## config.mk

```make
export PLATFORM = sky130hd
export DESIGN_NAME = adc_seq_ctrl
export DESIGN_NICKNAME = d
export VERILOG_FILES = /design/src/rtl/adc_seq_ctrl.sv
export SDC_FILE = /design/constraint.sdc
export NUM_CORES = 1
export LEC_CHECK = 0
export ABC_AREA = 1
export CAP_MARGIN = 20
export CORE_MARGIN = 5
export CORE_UTILIZATION = 34
export CTS_CLUSTER_SIZE = 25
export DETAILED_ROUTE_END_ITERATION = 7
export PLACE_DENSITY_LB_ADDON = 0.12
export SYNTH_ARGS = -nofsm -noshare
export SYNTH_HDL_FRONTEND = slang
export SYNTH_SLANG_ARGS = --single-unit
export TNS_END_PERCENT = 50
```

## constraint.sdc

```tcl
create_clock -name clk -period 1 [get_ports clk]
set_clock_uncertainty 0.05 [all_clocks]
set_input_delay 0.1 -clock clk [delete_from_list [all_inputs] [get_ports clk]]
set_output_delay 0.1 -clock clk [all_outputs]
set_load 0.005 [all_outputs]
```

## src/rtl/adc_seq_ctrl.sv

```systemverilog
module adc_seq_ctrl #(
  parameter int RES_W = 12
) (
  input  logic             clk,
  input  logic             rst_n,
  input  logic             reg_wr,
  input  logic [7:0]       reg_wdata,
  output logic [7:0]       reg_rdata,
  input  logic             res_lo_rd,
  input  logic             hw_trig_sel,
  input  logic             hw_trig,
  input  logic             cmp_en,
  input  logic             cmp_true,
  output logic             conv_start,
  output logic [4:0]       conv_chan,
  input  logic             conv_done,
  input  logic [RES_W-1:0] conv_result,
  output logic [RES_W-1:0] result,
  output logic             irq,
  output logic             low_power
);
  localparam logic [4:0] CH_OFF = 5'h1F;

  logic             flag, aien, cont, busy, trig_q, start_q;
  logic [4:0]       chan;
  logic [RES_W-1:0] res_q;

  wire off     = (chan == CH_OFF);
  wire rise    = hw_trig & ~trig_q;
  wire hw_go   = hw_trig_sel & rise & ~busy & ~off;
  wire done_ok = conv_done & busy;
  wire hit     = ~cmp_en | cmp_true;
  wire sw_go   = (reg_wdata[4:0] != CH_OFF) & ~hw_trig_sel;

  always_ff @(posedge clk) begin
    if (!rst_n) begin
      flag    <= 1'b0;
      aien    <= 1'b0;
      cont    <= 1'b0;
      chan    <= CH_OFF;
      busy    <= 1'b0;
      trig_q  <= 1'b0;
      start_q <= 1'b0;
      res_q   <= '0;
    end else begin
      trig_q  <= hw_trig;
      start_q <= 1'b0;
      if (reg_wr) begin
        {aien, cont, chan} <= reg_wdata[6:0];
        flag    <= 1'b0;
        busy    <= sw_go;
        start_q <= sw_go;
      end else begin
        if (res_lo_rd) flag <= 1'b0;
        if (done_ok) begin
          res_q <= conv_result;
          if (hit) flag <= 1'b1;
          if (cont) start_q <= 1'b1;
          else busy <= 1'b0;
        end else if (hw_go) begin
          busy    <= 1'b1;
          start_q <= 1'b1;
        end
      end
    end
  end

  assign reg_rdata  = {flag, aien, cont, chan};
  assign conv_start = start_q;
  assign conv_chan  = chan;
  assign result     = res_q;
  assign irq        = flag & aien;
  assign low_power  = ~busy;

  assert_start_active_R2: assert property (@(posedge clk) disable iff (!rst_n)
    conv_start |-> (!low_power && conv_chan != CH_OFF));
  assert_flag_set_R3: assert property (@(posedge clk) disable iff (!rst_n)
    (conv_done && !low_power && !reg_wr && !cmp_en) |=> reg_rdata[7]);
  assert_flag_gated_R3: assert property (@(posedge clk) disable iff (!rst_n)
    (conv_done && !low_power && !reg_wr && cmp_en && !cmp_true && !reg_rdata[7]) |=> !reg_rdata[7]);
  assert_write_clears_R4: assert property (@(posedge clk) disable iff (!rst_n)
    reg_wr |=> !reg_rdata[7]);
  assert_irq_needs_flag_R5: assert property (@(posedge clk) disable iff (!rst_n)
    irq |-> (reg_rdata[7] && reg_rdata[6]));
  assert_off_stops_R9: assert property (@(posedge clk) disable iff (!rst_n)
    (reg_wr && reg_wdata[4:0] == CH_OFF) |=> (low_power && !conv_start));
endmodule

```

### After elaboration in Yosys (flattened, before gate mapping)

Cells that the tools add are included.
Widths: inputs -> output; s select.

| word-level totals | value |
|---|---|
| bits in registers | 23 |
| bits of input ports | 29 |
| word-level logic and storage cells | 41 |

| operators by class | value |
|---|---|
| eq/ne operators | 3 |
| muxes and demuxes | 11 |
| bitwise logic cells | 15 |
| reduce and logical (&&, ||, !) cells | 4 |

Operator list:

| operator | count |
|---|---|
| $mux 1 | 11 |
| $and 1x1->1 | 7 |
| $not 1->1 | 7 |
| $eq 5x5->1 const B | 1 |
| $ne 5x5->1 const B | 1 |
| $reduce_and 2->1 | 2 |
| $ne 3x3->1 const B | 1 |
| $reduce_bool 3->1 | 1 |
| $reduce_or 2->1 | 1 |
| $or 1x1->1 | 1 |

### Logic depth before layout (Yosys ltp)

| logic depth | value |
|---|---|
| depth in word-level cells | 8 |
| gate-level depth with buffers | 8 |
| gate-level depth less buffers | 7 |

### Least setup slack after synthesis

Ideal clock, no wire load.

| path | value |
|---|---|
| path type | reg-to-reg |
| start | register busy |
| end | register res_q[0], in the netlist result[0] |
| arrival | 837 ps |
| slack | -2 ps |
| stages on the path, launching flop included | 7 |
| path buffers | 1 |
| path through | dfxtp_1 > nand2_1 > nor2_4 > inv_2 > buf_6 > nor2_2 > nor2_1 |

| between the ends | value |
|---|---|
| word-level cells in the longest chain between the ends | 2 |

Ends and longest elaborated chain:

| item | RTL line | text |
|---|---|---|
| start: declaration | 24 | `logic flag, aien, cont, busy, trig_q, start_q;` |
| start signal: assignment | 51 | `busy <= sw_go;` |
| $and 1x1->1 | 31 | `wire done_ok = conv_done & busy;` |
| $reduce_and 2->1 (no source line) | -- |  |
| end signal: assignment | 56 | `res_q <= conv_result;` |
| end: declaration | 26 | `logic [RES_W-1:0] res_q;` |

No other way between the ends.
A chain may end at the register's enable or synchronous reset.

### Final worst setup path

| path | value |
|---|---|
| start | register aien |
| end | output port irq |

| between the ends | value |
|---|---|
| word-level cells in the longest chain between the ends | 1 |

Ends and longest elaborated chain:

| item | RTL line | text |
|---|---|---|
| start: declaration | 24 |  |
| start signal: assignment | 49 | `{aien, cont, chan} <= reg_wdata[6:0];` |
| $and 1x1->1 | 72 | `assign irq = flag & aien;` |
| end: declaration | 19 | `output logic irq,` |

No other way between the ends.

==> flow_metrics.tcl <==
set metrics [dict create \
    outcome "complete, but fails checks" \
    violations "negative setup slack" \
    cts_root_buf "clkbuf_4" \
    synth_top_area_share_pct 45.2 \
    hp-class "in -> reg" \
    synth-async-reset-ratio_pct 0 \
    firstDrtPassIters 4 \
    gr-usage-all-layers_pct 14.9 \
    drv_slew 0 \
    path_buf_inv 3 \
    hold_end "trig_q" \
    synth.largest_area_cell "dfxtp_1" \
    synthDistinctLibCells 19 \
    critical_path_arrival_ns 0.95 \
    cts_sinks 23 \
    synth_top_flop_cell "dfxtp_1" \
    rows 19 \
    rsz0062_at_grt "yes" \
    synth-compound-area-share_pct 10.9 \
    min_from "hw_trig" \
    grt_max_degree 14 \
    die_height_um 64.7 \
    required_ns 0.85 \
    cts_hold_buffers 0 \
    startpoint_type "flop" \
    place_area_um2 1600 \
    design_area_um2 1740 \
    start_util_pct 36.3 \
    holdPathStages 3 \
    met2WireLength_um 1490 \
    globalplace.congestion 0.759 \
    fill_cells 270 \
    fin_nets 237 \
    multi_input_area_um2 473 \
    core-area_um2 2810 \
    drc 0 \
    cpMaxStageDelayCell "dfxtp_2" \
    cp_max_fo 2 \
    dpl.cell_count 221 \
    ant_nets 0 \
    num_antenna_cells 0 \
    route.vias.total 1092 \
    postSynthAreaPerCell_um2 7.49 \
    tightest_slew_ns 0.327 \
    power-per-cell-area_nw_per_um2 1130 \
    p_leak_nw 0.862 \
    reg2reg_depth 8 \
    synth_xor_area_share_pct 0 \
    end_kind "primary output" \
    whs_ns 0.278 \
    total_power_w 0.00196 \
    ys_seq_area_share_pct 45.2 \
    final_cell_count_no_fill 238 \
    die_area_um2 4190 \
    synthCells 136 \
    post-route-period-util_pct 110 \
    setup_viol 19 \
    yosys.area_share.simple_pct 28.9 \
    final_util_pct 62.0 \
    cts_made_buffers 3 \
    avgViaCountPerCell 4.59 \
    fin_ws_ns -0.102 \
    hold_viol 0 \
    cp_cell_sequence "buf_6 -> nand2_4 -> inv_2 -> buf_6" \
    drt_iter0_markers 32 \
    grt_pass1_wl_um 4960 \
    cap_violations 0 \
    postRouteWirelength_um 2960 \
    synth_top_family_by_area "simple AND/OR/NAND/NOR gates" \
    io_buffers 55 \
    cpPeakStageDelay_ns 0.34 \
    antenna_found_initial 0 \
    wl_per_cell_um 12.4 \
    ys_warn_count 0 \
    synth-seq-cells 23 \
    r2r_start "cont" \
    cp_top_family "flip-flops" \
    maxUsedRoutingLayer "met4" \
    die_x_um 64.7 \
    netlist_area_um2 1020 \
    seqCellArea_um2 487 \
    syn_nets 165 \
    ir_drop_uv 641 \
    synthTopCellsByArea "dfxtp_1 45%, nand2_1 10%, nor2_1 7.7%" \
    fmax_mhz 908 \
    synth_edf_count 0 \
    cts_tree "yes" \
    slew_headroom_pct 78.2 \
    r2r_end "busy" \
    synthAdderAreaFrac_pct 0 \
    area_growth_pct 70.8 \
    yosys-mux-area-fraction_pct 0 \
    final.min_clock_period_ns 1.10 \
    place_hpwl_um 2110 \
    rrSetupSlack_ns -0.08 \
    overflow 0 \
    grt_pass1_vias 1172 \
    clk_pin_slew_ns 0.13 \
    met3_length_um 176 \
    met1Wirelength_um 1260 \
    setup.worst_path.class "reg -> out" \
    htreeDepth 1 \
    ios 57 \
    drive_gt1_share_pct 54.1 \
    cts_buffer_depth 2 \
    clock_latency_ns 0.31 \
    cp_common_cell "buf_6" \
]
## worst max path at each step
stage | startpoint | to | slack, ns | cells after the start
after floorplan | busy | result[0] | 0.005 | 6
after global placement | reg_wr | result[3] | -0.35 | 5
after detailed placement | reg_wr | result[10] | -0.38 | 5
after CTS | aien | irq | -0.12 | 4
after global routing | conv_chan[4] | busy | -0.19 | 8
final | aien | irq | -0.10 | 4
## what timing repair did
item / in CTS / in global routing
setup endpoints to repair: 42 / 21
setup buffers: 10 / 2
pin swaps: 9 / 10
gates resized for setup: 161 / 20
gates cloned: 0 / 1
## metal layers
metal	up-vias	GRT usage, %
li1	555	-
met1	502	16.6
met2	31	26.3
met3	4	4.32
met4	0	6.33
met5	-	0
## worst register-to-register path, cell delays in order, from the launching register on
cell and delay, ns:
dfxtp_2 0.34, buf_4 0.12, buf_4 0.13, nand2_4 0.07, nand2_4 0.06, inv_2 0.05, a21oi_2 0.03, nor2_1 0.10
nor2_1 0.04
## registers in the layout (all words and copies together), names as in the netlist
| name | count |
|---|---|
| result | 12 |
| conv_chan | 5 |
| aien | 1 |
| trig_q | 1 |
| flag | 1 |
| busy | 1 |
| conv_start | 1 |
| cont | 1 |
## power by group
group | switching [W] | internal (W)
combinational | 0.000218 | 0.000296
sequential | 0.0000306 | 0.000978
clock | 0.000288 | 0.000150
total | 0.000537 | 0.00142
## cell usage in the layout, fill, tap and decap left out, types with 2 or more instances in the layout
master	count
nand2_1	21
clkdlybuf4s50_1	26
nor2_4	2
buf_4	17
inv_4	2
inv_2	4
o21ai_0	2
a21oi_1	3
nor2_1	19
dfxtp_1	2
buf_6	13
o21ai_2	4
nand2_2	4
dfxtp_2	21
nand3_1	5
inv_1	5
clkbuf_4	3
nor2_2	11
o21ai_1	10
nand2_4	4
buf_2	22
## final cells by class
class / count / share of cell area (%)
Clock buffer: 3 / 1.29
Clock inverter: 1 / 0.288
Inverter: 12 / 3.17
Multi-Input combinational cell: 88 / 27.2
Sequential cell: 23 / 28.0
Tap cell: 31 / 2.23
Timing Repair Buffer: 80 / 37.8
## stage by stage
stage | TNS, ns | worst slack [ns]
floorplan | 0 | 0.00518
global placement | -6.93 | -0.348
detailed placement | -7.35 | -0.381
CTS | -0.486 | -0.118
global route | -1.98 | -0.186
finish | -0.579 | -0.102
## synthesized netlist by cell type, types with 2 or more instances
| cell | number |
|---|---|
| nand2_1 | 28 |
| dfxtp_1 | 23 |
| nor2_1 | 21 |
| o21ai_0 | 12 |
| nor2_2 | 10 |
| inv_1 | 9 |
| buf_4 | 8 |
| nand3_1 | 6 |
| o21ai_1 | 4 |
| a21oi_1 | 3 |
| buf_6 | 3 |
| inv_2 | 2 |
## kinds of logic after synthesis
logic type | count (synthesis)
simple gates | 67
compound gates | 21
buf+inv | 25
flops | 23
(Power assumes the default switching activity.)
